## config.mk

```make
export PLATFORM = sky130hd
export DESIGN_NAME = txen_wake_seq
export DESIGN_NICKNAME = d
export VERILOG_FILES = /design/src/rtl/txen_wake_seq.sv
export SDC_FILE = /design/constraint.sdc
export NUM_CORES = 1
export LEC_CHECK = 0
export ABC_AREA = 1
export BUFFER_PORTS_ARGS = -buffer_cell sky130_fd_sc_hd__buf_2
export CAP_MARGIN = 0
export CORE_MARGIN = 1.5
export CORE_UTILIZATION = 40
export CTS_BUF_LIST = sky130_fd_sc_hd__clkbuf_16
export DETAILED_ROUTE_END_ITERATION = 7
export HOLD_SLACK_MARGIN = 0.08
export PLACE_DENSITY = 0.64
export SLEW_MARGIN = 20
export SYNTH_ARGS = -nofsm -noshare
export SYNTH_HDL_FRONTEND = slang
export SYNTH_SLANG_ARGS = --single-unit
```

## constraint.sdc

```tcl
create_clock -name clk -period 4.76 [get_ports clk]
set_input_delay 0.238 -clock clk [delete_from_list [all_inputs] [get_ports clk]]
set_output_delay 0.238 -clock clk [all_outputs]
set_load 0.005 [all_outputs]
```

## src/rtl/txen_wake_seq.sv

```systemverilog
module txen_wake_seq #(
  parameter int DATA_W     = 16,
  parameter int DIV_W      = 6,
  parameter int TAIL_CYC   = 10,
  parameter int FLUSH_CYC  = 175,
  parameter int BASE_TICKS = 1,
  parameter int MID_TICKS  = 12,
  parameter int LONG_TICKS = 19,
  parameter logic [7:0] MID_CODE  = 8'h20,
  parameter logic [7:0] LONG_CODE = 8'h60
) (
  input  logic              clk,
  input  logic              rst_n,
  input  logic              txen_pin,
  input  logic [7:0]        delay_sel,
  input  logic [DATA_W-1:0] din,
  output logic [DATA_W-1:0] dout,
  output logic              flush,
  output logic              tx_active
);
  localparam int EW = $clog2(LONG_TICKS + 1);
  localparam int TW = $clog2(TAIL_CYC + 1);
  localparam int FW = $clog2(FLUSH_CYC + 1);
  localparam logic [1:0] S_RUN = 2'd0, S_CLAMP = 2'd1, S_WAIT = 2'd2, S_TAIL = 2'd3;

  logic [DIV_W-1:0] div_q;
  logic [1:0]       sync_q;
  logic             en_q;
  logic [1:0]       prime_q;
  logic [1:0]       state;
  logic [EW-1:0]    tick_q, goal_q, goal_d;
  logic [TW-1:0]    tail_q;
  logic [FW-1:0]    fl_q;

  wire strobe = &div_q;
  wire primed = (prime_q == 2'd3);
  wire rise   = primed &  sync_q[1] & ~en_q;
  wire fall   = primed & ~sync_q[1] &  en_q;

  assign goal_d = (delay_sel == MID_CODE)  ? EW'(MID_TICKS)  :
                  (delay_sel == LONG_CODE) ? EW'(LONG_TICKS) : EW'(BASE_TICKS);

  assign tx_active = (state == S_RUN);
  assign dout      = tx_active ? din : '0;
  assign flush     = (fl_q != '0);

  always_ff @(posedge clk or negedge rst_n) begin
    if (!rst_n) begin
      div_q   <= '0;
      sync_q  <= '0;
      en_q    <= 1'b0;
      prime_q <= '0;
    end else begin
      div_q   <= div_q + DIV_W'(1);
      sync_q  <= {sync_q[0], txen_pin};
      en_q    <= sync_q[1];
      if (!primed) prime_q <= prime_q + 2'd1;
    end
  end

  always_ff @(posedge clk or negedge rst_n) begin
    if (!rst_n)                      fl_q <= '0;
    else if (fall)                   fl_q <= '0;
    else if (state == S_CLAMP && rise) fl_q <= FW'(FLUSH_CYC);
    else if (fl_q != '0)             fl_q <= fl_q - FW'(1);
  end

  always_ff @(posedge clk or negedge rst_n) begin
    if (!rst_n) begin
      state  <= S_RUN;
      tick_q <= '0;
      goal_q <= '0;
      tail_q <= '0;
    end else if (fall) begin
      state <= S_CLAMP;
    end else begin
      case (state)
        S_CLAMP: if (rise) begin
          state  <= S_WAIT;
          goal_q <= goal_d;
          tick_q <= '0;
        end
        S_WAIT: if (strobe) begin
          if (tick_q == goal_q - EW'(1)) begin
            state  <= S_TAIL;
            tail_q <= '0;
          end else begin
            tick_q <= tick_q + EW'(1);
          end
        end
        S_TAIL: begin
          if (tail_q == TW'(TAIL_CYC - 1)) state <= S_RUN;
          else                             tail_q <= tail_q + TW'(1);
        end
        default: ;
      endcase
    end
  end
endmodule

```

# Word level (Yosys, flattened, before mapping)
# Index checks and enable logic that the tools add are counted.
dict set report totals {
  ff_bits 35
  in_bits 27
  word_cells 71
}
dict set report classes {
  addsub 6
  eq_ne 17
  muxes 20
  bitwise 7
  n_reduce_logical 12
}
# cell n
set op_table {}
lappend op_table {{2-to-1 mux 5 bit} 5}
lappend op_table {{2-to-1 mux 8 bit} 3}
lappend op_table {{2-to-1 mux 16 bit} 1}
lappend op_table {{AND reduction 5 bit} 3}
lappend op_table {{2-to-1 mux 4 bit} 3}
lappend op_table {{inequality test 3 bit, second input constant} 4}
lappend op_table {{2-to-1 mux 2 bit} 5}
lappend op_table {{inequality test 2 bit, second input constant} 5}
lappend op_table {{one-hot mux 5 bit (2 select lines)} 1}
lappend op_table {{== test 8 x 6 -> 1 bit, second input constant} 1}
lappend op_table {{== test 8 x 7 -> 1 bit, second input constant} 1}
lappend op_table {{one-hot mux 4 bit (2 select lines)} 1}
lappend op_table {{nonzero test 8 bit} 1}
lappend op_table {{subtractor 8 x 1 -> 8 bit, second input constant} 1}
lappend op_table {{adder 6 x 1 -> 6 bit, second input constant} 1}
lappend op_table {{== test 2 bit, second input constant} 3}
lappend op_table {{one-hot mux 2 bit (3 select lines)} 1}
lappend op_table {{AND reduction 6 bit} 1}
lappend op_table {{adder 5 x 1 -> 5 bit, second input constant} 1}
lappend op_table {{== test 5 bit} 1}
lappend op_table {{subtractor 5 x 1 -> 5 bit, second input constant} 1}
lappend op_table {{adder 4 x 1 -> 4 bit, second input constant} 1}
lappend op_table {{AND 1 bit} 4}
lappend op_table {{== test 4 bit, second input constant} 1}
lappend op_table {{other kinds (9)} 12}

# Logic depth before layout (Yosys ltp)
dict set report logic_depth {
  ltp_word 6
  depth_mapped 14
  ltp_nobuf 14
}

# Least setup slack after synthesis
# No wires, ideal clock.
dict set report synth_timing {
  path_type {register -> register}
  start {reg goal_q[0]}
  end {reg tick_q[0]}
  arrival_ps 1689
  path_slack_ps 3006
  path_stages_with_launch 15
  synth_period_minus_slack_ps 1754
  cell_sequence {dfrtp_1 -> inv_1 -> ha_1 -> ha_1 -> inv_1 -> nand2_1 -> nand2_1 -> nand3_1 -> nor2_1 -> nand2_1 -> nand2_1 -> nand2_1 -> nand2_1 -> nand2_1 -> nand2_1}
}
dict set report synth_between {
  elab_chain_len 4
}
# item line_no
set synth_rtl {}
lappend synth_rtl {{start: declaration} 31} ;# logic [EW-1:0] tick_q, goal_q, goal_d;
lappend synth_rtl {{start signal: assignment} 80} ;# goal_q <= goal_d;
lappend synth_rtl {{subtractor 5 x 1 -> 5 bit} 84} ;# if (tick_q == goal_q - EW'(1)) begin
lappend synth_rtl {{== test 5 bit} 84}
lappend synth_rtl {{inequality test 2 bit (no line)} --}
lappend synth_rtl {{AND reduction 5 bit (no line)} --}
lappend synth_rtl {{end signal: assignment} 88} ;# tick_q <= tick_q + EW'(1);
lappend synth_rtl {{end: declaration} 31}
# Every way passes these cells.
# A chain may end at the register's enable or synchronous reset.

# Worst setup path in the final report
dict set report layout_timing {
  start {reg goal_q[0]}
  end {reg tick_q[4]}
}
# The elaborated chain is that of the path after synthesis.

==> results_dict.tcl <==
set metrics [dict create \
    drv_cap 0 \
    crit_required_ns 4.98 \
    violations "DRC" \
    cts_tree "done" \
    worstReg2RegStart "goal_q[0]" \
    gp_congestion 0.757 \
    synth_ff_type "dfrtp_1" \
    clock_latency_ns 0.28 \
    min_path_type "primary input to flip-flop" \
    wl_per_cell_microns 10.4 \
    syn_area_per_cell_sq_um 7.65 \
    layout_common_cells "nand2_1 (54), inv_1 (46), buf_2 (44)" \
    syn_nets 281 \
    finalSetupViolations 0 \
    final_hold_viol_count 0 \
    cp-start-kind "flip-flop" \
    start_util_pct 42.4 \
    portBuffers 44 \
    clock_skew_ns 0.00322 \
    endpoint "tick_q[4]" \
    dieArea_sq_um 5130 \
    fp.dieW_microns 71.6 \
    p_leak_uw 0.00133 \
    yosys-top-cells-area "dfrtp_1 (44%), nand2_1 (11%), inv_1 (9.0%)" \
    worstSetupPathType "flip-flop to flip-flop" \
    cts_buffers 5 \
    antenna_cells 0 \
    crit_path_start "goal_q[0]" \
    clock_sinks 33 \
    fin_area_sq_um 2350 \
    min_period_over_period_pct 40.7 \
    netlist_area_sq_um 1880 \
    synthCells 246 \
    cts_max_level 2 \
    cts_root_buf "clkbuf_16" \
    synth_top_area_share_pct 43.9 \
    final_nets 333 \
    powerDensity_nw_per_um2 504 \
    min_period_ns 1.94 \
    end_kind "flip-flop" \
    ir_drop_mv 0.285 \
    drt-total-wl_mm 3.64 \
    post_cts.repair.setup_buffers 0 \
    status "complete, but fails checks" \
    rr_endpoint "tick_q[4]" \
    synth_cell_type_count 29 \
    ys_seq_elements 33 \
    antenna_found_initial 0 \
    crit_arrival_ns 2.15 \
    area_delta_synth_final_pct 24.7 \
    fmax_ghz 0.516 \
    vias 1636 \
    hpwl_mm 2.72 \
    timing.setup.tns_ns 0 \
    synth_warnings 0 \
    worstMarginPinSlew_ns 0.730 \
    viasPerCell 4.66 \
    clkTransAtPathRegs_ns 0.05 \
    rows 24 \
    hold_slack_ns 0.252 \
    rr_worst_depth 14 \
    grt_setup_unrepaired "no" \
    grt_pass1_wl_mm 6.25 \
    ioPinCount 45 \
    max_slew_margin_pct 51.3 \
    drive_gt1_share_pct 20.7 \
    dr.pass1.iters 8 \
    rrSetupSlack_ns 2.82 \
    gr-total-overflow 0 \
    coreArea_sq_um 4440 \
    postRouteAntennaNets 0 \
    crit_fanout 6 \
    power_uw 1180 \
    drv_slew 0 \
    grt_pass1_vias 1498 \
    async_flop_share_pct 100 \
    first_iter_violations 66 \
    grt_max_degree 34 \
    yosysSeqAreaShare_pct 43.9 \
    cts_buffer_depth 2 \
    track_usage_pct 15.7 \
    synth_edf_count 0 \
    drc_errors 8 \
    yosys.area.top_type "dfrtp_1" \
    die_h_microns 71.6 \
    post_dp_cell_area_sq_um 2160 \
    cts.repair.resized 0 \
    final_common_cell "nand2_1" \
]
## what timing repair did
| action | in CTS | in global routing |
|---|---|---|
| hold endpoints to repair | 34 | 0 |
| hold buffers | 2 | 0 |
| endpoints found under the setup margin | 0 | 0 |
## power by group
part           switching (uW)  internal, uW  total (uW)
clock network             112           243         355
registers                55.4           344         399
logic                     257           172         429
## metal layers
metal  vias to the layer above  routed length [microns]  global-route usage, %
met1                       717                     1650                   18.7
met4                         0                       63                   6.92
li1                        862                        -                      -
met5                         -                        0                      0
met3                         8                      276                   4.36
met2                        49                     1640                   26.3
## logic make-up after synthesis
kind of cell,share of synthesized area (%)
compound gates,5.58
simple gates,29.2
buf+inv,9.90
fa+ha+maj,5.32
mux,0.598
xor+xnor,5.58
flops,43.9
## per-stage QoR
step | utilization, % | std cells | setup WS [ns]
floorplan | - | 246 | 3.01
global placement | 48.7 | 341 | 2.87
finish | 52.8 | 351 | 2.82
detailed placement | 48.7 | 341 | 2.82
global route | 52.8 | 351 | 2.57
CTS | 52.8 | 351 | 2.81
## worst min-delay path by stage
stage	slack, ns	start	end	cells after the start
2_1_floorplan	-0.06	rst_n	div_q[0]	0
3_3_place_gp	0.33	sync_q[0]	sync_q[1]	0
5_1_grt	0.26	delay_sel[6]	goal_q[1]	3
6_report	0.25	delay_sel[6]	goal_q[1]	3
4_1_cts	0.24	delay_sel[7]	goal_q[1]	3
3_5_place_dp	0.34	rst_n	fl_q[7]	1
## layout make-up
type	instances	area, sq um
well taps	52	65.1
repair buffers	46	240
inverters	48	183
clock buffers	5	125
fillers	430	2100
flip-flops and latches	33	826
multi-input cells	164	871
clock inverters	3	37.5
## registers in the layout, summed over array words and instances (netlist names)
| name | cells |
|---|---|
| state | 2 |
| tick_q | 5 |
| fl_q | 8 |
| div_q | 6 |
| goal_q | 3 |
| prime_q | 2 |
| tail_q | 4 |
| en_q | 1 |
| sync_q | 2 |
## synth_stat cells (2+ instances only)
cell type and count:
nor2_1 35, nand4_1 2, inv_1 45, inv_2 2, o21ai_1 2, ha_1 8
or2_2 2, xnor2_1 7, nand2_1 54, o21ai_0 6, a21oi_1 7, nand3b_1 4
dfrtp_1 33, nand2_2 2, nand3_1 19, xor2_1 5
## worst max-delay path, cell delays in order, from the launching register on
cell and delay, ns:
dfrtp_1 0.34, inv_1 0.08, ha_1 0.20, ha_1 0.28, inv_1 0.06, nand2_1 0.04
nand2_1 0.06, nand3_1 0.07, nor2_1 0.10, nand2_1 0.05, nand2_1 0.13, nand2_1 0.16
nand2_1 0.18, nand2_1 0.07, nand2_1 0.06
No activity file was read; power rests on OpenSTA's default activity.
